==> src/rtl/irt_pkg.sv <==
`timescale 1ns/1ps
package irt_pkg;

  typedef struct packed {
    logic       mask;
    logic       level;
    logic [7:0] vector;
    logic [7:0] dest;
  } route_t;

  localparam route_t ROUTE_RESET = '{mask: 1'b1, level: 1'b0, vector: 8'h00, dest: 8'h00};

  function automatic logic [31:0] pack_low(input route_t e);
    return {15'b0, e.mask, e.level, 7'b0, e.vector};
  endfunction

  function automatic logic [31:0] pack_high(input route_t e);
    return {e.dest, 24'b0};
  endfunction

endpackage

==> src/rtl/irt_regfile.sv <==
`timescale 1ns/1ps
module irt_regfile import irt_pkg::*; #(
  parameter int         NUM_LINES  = 24,
  parameter int         SEL_W      = 8,
  parameter int         TABLE_BASE = 16,
  parameter logic [7:0] VER_CODE   = 8'h11,
  parameter logic [7:0] ID_RESET   = 8'h00
) (
  input  logic                        clk,
  input  logic                        rst_n,
  input  logic                        bus_wr,
  input  logic                        bus_rd,
  input  logic [4:0]                  bus_addr,
  input  logic [31:0]                 bus_wdata,
  output logic [31:0]                 bus_rdata,
  output route_t [NUM_LINES-1:0]      routes
);
  localparam int TABLE_END = TABLE_BASE + 2 * NUM_LINES;
  localparam logic [4:0] OFF_SEL = 5'h00;
  localparam logic [4:0] OFF_WIN = 5'h10;
  localparam logic [SEL_W-1:0] IDX_ID  = '0;
  localparam logic [SEL_W-1:0] IDX_VER = SEL_W'(1);

  logic [SEL_W-1:0] sel_q;
  logic [7:0]       id_q;
  logic             sel_hit, win_hit, tbl_hit, hi_half;
  logic [SEL_W-1:0] rel;
  logic [SEL_W-2:0] slot;
  logic [31:0]      win_val;
  logic             win_wr;
  logic             unused_wbits;

  assign sel_hit = (bus_addr == OFF_SEL);
  assign win_hit = (bus_addr == OFF_WIN);
  assign win_wr  = bus_wr && win_hit;
  assign tbl_hit = (int'(sel_q) >= TABLE_BASE) && (int'(sel_q) < TABLE_END);
  assign rel     = sel_q - SEL_W'(TABLE_BASE);
  assign slot    = rel[SEL_W-1:1];
  assign hi_half = rel[0];
  assign unused_wbits = ^{bus_wdata[23:17], bus_wdata[14:8]};

  always_ff @(posedge clk) begin
    if (!rst_n)                sel_q <= '0;
    else if (bus_wr && sel_hit) sel_q <= bus_wdata[SEL_W-1:0];
  end

  always_ff @(posedge clk) begin
    if (!rst_n)                          id_q <= ID_RESET;
    else if (win_wr && sel_q == IDX_ID)  id_q <= bus_wdata[31:24];
  end

  for (genvar g = 0; g < NUM_LINES; g++) begin : g_entry
    route_t ent_q;
    logic   hit;
    assign hit = win_wr && tbl_hit && (slot == (SEL_W-1)'(g));
    always_ff @(posedge clk) begin
      if (!rst_n) begin
        ent_q <= ROUTE_RESET;
      end else if (hit) begin
        if (hi_half) begin
          ent_q.dest <= bus_wdata[31:24];
        end else begin
          ent_q.vector <= bus_wdata[7:0];
          ent_q.level  <= bus_wdata[15];
          ent_q.mask   <= bus_wdata[16];
        end
      end
    end
    assign routes[g] = ent_q;
  end

  always_comb begin
    win_val = '0;
    if (sel_q == IDX_ID) begin
      win_val = {id_q, 24'b0};
    end else if (sel_q == IDX_VER) begin
      win_val = {8'h00, 8'(NUM_LINES - 1), 8'h00, VER_CODE};
    end else if (tbl_hit) begin
      for (int n = 0; n < NUM_LINES; n++) begin
        if (slot == (SEL_W-1)'(n))
          win_val = hi_half ? pack_high(routes[n]) : pack_low(routes[n]);
      end
    end
  end

  always_ff @(posedge clk) begin
    if (!rst_n)       bus_rdata <= '0;
    else if (bus_rd)  bus_rdata <= sel_hit ? 32'(sel_q) : (win_hit ? win_val : 32'h0);
  end

  AST_UNIMPL_WRITE_IGNORED: assert property (@(posedge clk) disable iff (!rst_n)
    (win_wr && !tbl_hit && sel_q != IDX_ID) |=> ($stable(routes) && $stable(id_q)));

  AST_SELECT_WRITE_KEEPS_TABLE: assert property (@(posedge clk) disable iff (!rst_n)
    (bus_wr && !win_hit) |=> ($stable(routes) && $stable(id_q)));

endmodule

==> src/rtl/irt_pending.sv <==
`timescale 1ns/1ps
module irt_pending import irt_pkg::*; #(
  parameter int NUM_LINES = 24
) (
  input  logic                   clk,
  input  logic                   rst_n,
  input  logic [NUM_LINES-1:0]   irq_in,
  input  route_t [NUM_LINES-1:0] routes,
  input  logic [NUM_LINES-1:0]   take,
  output logic [NUM_LINES-1:0]   pending
);
  logic [NUM_LINES-1:0] prev_q, rise, pend_q, pend_d;

  assign rise = irq_in & ~prev_q;

  always_comb begin
    for (int i = 0; i < NUM_LINES; i++) begin
      if (routes[i].level)
        pend_d[i] = irq_in[i] && !routes[i].mask;
      else
        pend_d[i] = ((pend_q[i] && !take[i]) || rise[i]) && !routes[i].mask;
    end
  end

  always_ff @(posedge clk) begin
    if (!rst_n) begin
      prev_q <= '0;
      pend_q <= '0;
    end else begin
      prev_q <= irq_in;
      pend_q <= pend_d;
    end
  end

  assign pending = pend_q;

  for (genvar g = 0; g < NUM_LINES; g++) begin : g_chk
    AST_MASK_DROPS: assert property (@(posedge clk) disable iff (!rst_n)
      routes[g].mask |=> !pend_q[g]);
    AST_EDGE_ARMS: assert property (@(posedge clk) disable iff (!rst_n)
      (!routes[g].mask && !routes[g].level && rise[g]) |=> pend_q[g]);
  end

endmodule

==> src/rtl/irt_issue.sv <==
`timescale 1ns/1ps
module irt_issue import irt_pkg::*; #(
  parameter int NUM_LINES = 24,
  parameter int LINE_W    = $clog2(NUM_LINES)
) (
  input  logic                   clk,
  input  logic                   rst_n,
  input  logic [NUM_LINES-1:0]   pending,
  input  route_t [NUM_LINES-1:0] routes,
  output logic [NUM_LINES-1:0]   take,
  output logic                   req_valid,
  input  logic                   req_ready,
  output logic [7:0]             req_vector,
  output logic [7:0]             req_dest,
  output logic [LINE_W-1:0]      req_line
);
  logic [NUM_LINES-1:0] cand;
  logic [LINE_W-1:0]    pick_idx;
  logic [7:0]           pick_vec, pick_dest;
  logic                 found, slot_free, load;

  always_comb begin
    for (int i = 0; i < NUM_LINES; i++) cand[i] = pending[i] && !routes[i].mask;
  end

  always_comb begin
    found     = 1'b0;
    pick_idx  = '0;
    pick_vec  = '0;
    pick_dest = '0;
    for (int i = NUM_LINES - 1; i >= 0; i--) begin
      if (cand[i]) begin
        found     = 1'b1;
        pick_idx  = LINE_W'(i);
        pick_vec  = routes[i].vector;
        pick_dest = routes[i].dest;
      end
    end
  end

  assign slot_free = !req_valid || req_ready;
  assign load      = slot_free && found;

  always_comb begin
    for (int i = 0; i < NUM_LINES; i++) take[i] = load && (pick_idx == LINE_W'(i));
  end

  always_ff @(posedge clk) begin
    if (!rst_n) begin
      req_valid  <= 1'b0;
      req_vector <= '0;
      req_dest   <= '0;
      req_line   <= '0;
    end else if (load) begin
      req_valid  <= 1'b1;
      req_vector <= pick_vec;
      req_dest   <= pick_dest;
      req_line   <= pick_idx;
    end else if (req_ready) begin
      req_valid  <= 1'b0;
    end
  end

  AST_SLOT_HOLD: assert property (@(posedge clk) disable iff (!rst_n)
    (req_valid && !req_ready) |=> (req_valid && $stable(req_vector) && $stable(req_dest) && $stable(req_line)));

  AST_SLOT_DRAIN: assert property (@(posedge clk) disable iff (!rst_n)
    (req_valid && req_ready && cand == '0) |=> !req_valid);

  AST_SINGLE_TAKE: assert property (@(posedge clk) disable iff (!rst_n)
    $onehot0(take));

endmodule

==> src/rtl/irq_route_table.sv <==
`timescale 1ns/1ps
module irq_route_table import irt_pkg::*; #(
  parameter int NUM_LINES = 24,
  parameter int LINE_W    = $clog2(NUM_LINES)
) (
  input  logic                 clk,
  input  logic                 rst_n,
  input  logic                 bus_wr,
  input  logic                 bus_rd,
  input  logic [4:0]           bus_addr,
  input  logic [31:0]          bus_wdata,
  output logic [31:0]          bus_rdata,
  input  logic [NUM_LINES-1:0] irq_in,
  output logic                 req_valid,
  input  logic                 req_ready,
  output logic [7:0]           req_vector,
  output logic [7:0]           req_dest,
  output logic [LINE_W-1:0]    req_line
);
  route_t [NUM_LINES-1:0] routes;
  logic   [NUM_LINES-1:0] pending, take;

  irt_regfile #(.NUM_LINES(NUM_LINES)) u_regs (
    .clk(clk), .rst_n(rst_n), .bus_wr(bus_wr), .bus_rd(bus_rd),
    .bus_addr(bus_addr), .bus_wdata(bus_wdata), .bus_rdata(bus_rdata),
    .routes(routes)
  );

  irt_pending #(.NUM_LINES(NUM_LINES)) u_pend (
    .clk(clk), .rst_n(rst_n), .irq_in(irq_in), .routes(routes),
    .take(take), .pending(pending)
  );

  irt_issue #(.NUM_LINES(NUM_LINES), .LINE_W(LINE_W)) u_issue (
    .clk(clk), .rst_n(rst_n), .pending(pending), .routes(routes), .take(take),
    .req_valid(req_valid), .req_ready(req_ready), .req_vector(req_vector),
    .req_dest(req_dest), .req_line(req_line)
  );

endmodule

==> config.mk <==
export PLATFORM = sky130hd
export DESIGN_NAME = irq_route_table
export DESIGN_NICKNAME = d
export VERILOG_FILES = /design/src/rtl/irt_pkg.sv /design/src/rtl/irt_regfile.sv /design/src/rtl/irt_pending.sv /design/src/rtl/irt_issue.sv /design/src/rtl/irq_route_table.sv
export SDC_FILE = /design/constraint.sdc
export NUM_CORES = 2
export LEC_CHECK = 0
export BUFFER_PORTS_ARGS = -buffer_cell sky130_fd_sc_hd__buf_2
export CAP_MARGIN = 20
export CORE_ASPECT_RATIO = 1.1
export CORE_MARGIN = 1
export CORE_UTILIZATION = 40
export DETAILED_ROUTE_END_ITERATION = 8
export PLACE_DENSITY_LB_ADDON = 0.08
export SYNTH_ARGS = -nofsm -noshare
export SYNTH_HDL_FRONTEND = slang
export SYNTH_SLANG_ARGS = --single-unit
export TNS_END_PERCENT = 50
==> constraint.sdc <==
create_clock -name clk -period 3.02 [get_ports clk]
set_input_delay 0 -clock clk [delete_from_list [all_inputs] [get_ports clk]]
set_output_delay 0 -clock clk [all_outputs]
set_load 0.03 [all_outputs]
==> flow_metrics.env <==
export IMPL_outcome="finished, violations left"
export IMPL_violations="setup timing"
export IMPL_slew_viol_final=0
export IMPL_synth_xor_area_share_pct=0.0965
export IMPL_rsz0062_at_grt="yes"
export IMPL_grt_usage_pct=44.8
export IMPL_crit_required_ns=3.61
export IMPL_cp_common_cell="buf_4"
export IMPL_synth_edf_count=0
export IMPL_cts_tree="yes"
export IMPL_final_cells=4968
export IMPL_grt_start_max_net_pins=148
export IMPL_drive_gt1_share_pct=16.8
export IMPL_avgSynthCellArea_sq_um=7.25
export IMPL_cts_root_buffer="clkbuf_16"
export IMPL_chipHeight_microns=276
export IMPL_routedWlPerCell_microns=32.1
export IMPL_synthMuxAreaShare_pct=2.04
export IMPL_ioPinCount=120
export IMPL_crit_chain="inv_1 -> ha_2 -> buf_4 -> nand4b_1 -> buf_4 -> buf_4 -> nor3_2 -> buf_4 -> a22oi_1 -> a21o_1 -> a21oi_1 -> o21ai_0 -> buf_4 -> a21oi_1"
export IMPL_holdWs_ns=0.0317
export IMPL_grt_pass1_wl_mm=224
export IMPL_synth_adder_area_share_pct=0.0919
export IMPL_critPathSlowestCell="dfxtp_1"
export IMPL_skew_ns=0.0317
export IMPL_relSlewSlack_pct=25.1
export IMPL_cts_buffers=58
export IMPL_r2r_slack_ns=-0.001
export IMPL_rr_endpoint="u_regs.bus_rdata[1]"
export IMPL_place_area_sq_um=30900
export IMPL_p_per_area_nw_per_um2=457
export IMPL_switching_share_pct=24.7
export IMPL_grt_pass1_vias=30381
export IMPL_synth_area_top_cells="dfxtp_1 (39%), nand2_1 (15%), a21oi_1 (11%)"
export IMPL_period_share_pct=100
export IMPL_holdCritPathClass="in2reg"
export IMPL_gp_congestion=1.11
export IMPL_path_max_fanout=9
export IMPL_synth_most_common_cell="nand2_1"
export IMPL_die_w_microns=251
export IMPL_endpoint="u_regs.bus_rdata[1]"
export IMPL_worstMarginPinSlew_ns=1.12
export IMPL_seq_area_frac_synth_pct=39.5
export IMPL_cpPeakStageDelay_ns=0.35
export IMPL_first_pass_iters=7
export IMPL_synthDistinctLibCells=80
export IMPL_synth_cells=3756
export IMPL_p_clk_share_pct=49.7
export IMPL_pwr_share_seq_pct=46.3
export IMPL_critPathLaunchType="flop"
export IMPL_clock_path_buffers=3
export IMPL_dp_hpwl_mm=119
export IMPL_h_tree_depth=2
export IMPL_async_flop_share_pct=0
export IMPL_cts_sinks=537
export IMPL_synth_top_area_share_pct=39.5
export IMPL_hold_viol=0
export IMPL_stdcell_area_sq_um=33600
export IMPL_ys_top_cells_by_count="nand2_1 (1081), a21oi_1 (582), dfxtp_1 (537), clkbuf_1 (226), o21ai_0 (165)"
export IMPL_num_rows=99
export IMPL_end_kind="flop"
export IMPL_fin_setup_tns_ns=-0.00133
export IMPL_antenna_found_initial=9
export IMPL_ir_worst_vdd_mv=0.514
export IMPL_ff2ff_path_depth=14
export IMPL_ys_ff_latch=537
export IMPL_startpoint="u_regs.sel_q[5]"
export IMPL_num_vias=32680
export IMPL_viasPerCell=6.58
export IMPL_core_sq_um=66800
export IMPL_crit_arrival_ns=3.61
export IMPL_syn_to_final_growth_pct=23.4
export IMPL_power_switching_uw=3800
export IMPL_max_cap_viol_count=0
export IMPL_clk_pin_slew_ns=0.07
export IMPL_synth_compound_area_share_pct=28.6
export IMPL_synth_top_family_by_area="compound AO/OA/AOI/OAI gates"
export IMPL_p_leak_uw=0.0117
export IMPL_utilization_pct=50.3
export IMPL_netlist_area_sq_um=27200
export IMPL_synthSimpleGateAreaFrac_pct=24.6
export IMPL_overflow=0
export IMPL_dr_first_iter_drc_count=4148
export IMPL_reg2reg_from="u_regs.sel_q[5]"
export IMPL_port_buffers=94
export IMPL_setup_viol=1
export IMPL_fin_ws_ns=-0.00133
export IMPL_start_util_pct=40.8
export IMPL_dieArea_sq_um=69100
export IMPL_insertion_delay_ns=0.67
export IMPL_post_route_drc_count=0
export IMPL_detail_route_antenna_nets=0
export IMPL_p_comb_share_pct=4.0
export IMPL_dp_cells=4813
export IMPL_synth_ff_type="dfxtp_1"
export IMPL_routed_wl_mm=160
export IMPL_critPathKind="reg2reg"
export IMPL_final_min_clock_period_ns=3.02
export IMPL_yosys_warnings=0
export IMPL_fmax_mhz=331
export IMPL_synth_top_cell_by_area="dfxtp_1"
export IMPL_nets=4127
export IMPL_intPower_uw=11600
area by class of cell:
cell class | count | area (sq um)
fillers | 6560 | 33200
multi-input cells | 2890 | 15400
flip-flops and latches | 537 | 10800
repair buffers | 534 | 4170
clock buffers | 77 | 1630
well taps | 858 | 1070
clock inverters | 32 | 364
inverters | 38 | 154
diodes | 2 | 5.00
state kept, by name (all words and copies together) (netlist names):
| register | cells |
|---|---|
| u_issue.req_vector | 8 |
| u_regs.routes | 432 |
| u_pend.pending | 24 |
| u_regs.id_q | 8 |
| u_regs.sel_q | 8 |
| u_regs.bus_rdata | 19 |
| u_issue.req_line | 5 |
| u_issue.req_dest | 8 |
| u_pend.prev_q | 24 |
| u_issue.req_valid | 1 |
per-layer routing:
layer  vias up  wire, microns  GRT usage, %
met5         -             69             0
met4        12          13700          33.4
met3       607          15100          7.86
met2      2346          70200          70.1
met1     15767          60600          55.6
li1      13948              -             -
through the flow:
step / total power (uW) / setup WS, ns
finish: 15400 / -0.00133
global route: 15700 / -0.0466
CTS: 15300 / -0.0219
detailed placement: 7820 / -0.142
global placement: 7810 / -0.160
floorplan: 7560 / 0.157
worst min path at each step:
| stage | startpoint | end | slack (ns) | cells past startpoint |
|---|---|---|---|---|
| 6_report | bus_wdata[28] | u_regs.routes[274] | 0.03 | 3 |
| 5_1_grt | bus_wdata[7] | u_regs.routes[429] | 0.03 | 3 |
| 4_1_cts | bus_wdata[0] | u_regs.routes[422] | 0.008 | 3 |
| 3_5_place_dp | irq_in[10] | u_pend.prev_q[10] | 0.22 | 2 |
| 3_3_place_gp | irq_in[7] | u_pend.prev_q[7] | 0.21 | 2 |
| 2_1_floorplan | irq_in[0] | u_pend.prev_q[0] | 0.12 | 1 |
what timing repair did:
item,in CTS,in global routing
endpoints found under the hold margin,253,0
endpoints found under the setup margin,10,39
pin swaps,0,5
setup buffers,0,5
resized for setup,9,50
cloned,0,0
hold buffers,39,0
power groups by stage:
| stage | combinational (uW) | sequential [uW] | clock, uW |
|---|---|---|---|
| floorplan | 289 | 7270 | 0 |
| global placement | 538 | 7280 | 0 |
| detailed placement | 543 | 7280 | 0 |
| CTS | 586 | 7120 | 7650 |
| global route | 620 | 7110 | 7920 |
| finish | 611 | 7120 | 7640 |
logic make-up (layout without fill, tap and decap cells):
kind of cell | count (synthesis) | count (layout)
fa+ha+maj | 2 | 2
mux | 46 | 46
buf+inv | 339 | 681
xor+xnor | 3 | 3
flops | 537 | 537
simple gates | 1585 | 1585
other cells | 1 | 13
compound gates | 1243 | 1243
critical path: cells and delay by family (launching register included):
family | cells | cell delay, ns
adders and majority gates | 1 | 0.35
DFF | 1 | 0.35
AOI/OAI and AO/OA | 5 | 0.96
and+or+nand+nor | 2 | 0.30
buffers and inverters | 6 | 0.98
cells in the final DEF (no fill, tap or decap), types with 8 or more instances in the layout:
master and count:
a211o_1 26, a211oi_1 25, nand4_1 13, conb_1 11, o22ai_1 18, o211ai_1 53, a31oi_1 44, dlygate4sd3_1 39
inv_1 35, or3_1 10, o221ai_1 83, a22oi_1 52, nand2b_1 50, buf_12 23, nor4_1 12, clkbuf_1 8
mux2i_1 33, and3_1 9, buf_2 93, nand3_1 92, o21ai_0 163, clkbuf_16 58, nand2_1 1081, a21oi_1 576
nor3_1 38, and2_1 30, clkinv_2 13, a221oi_1 79, nor2_1 161, nor2b_1 32, dfxtp_1 532, nor3_2 16
clkbuf_8 11, a22o_1 10, buf_4 377, a32oi_1 8
(Power assumes the default switching activity.)
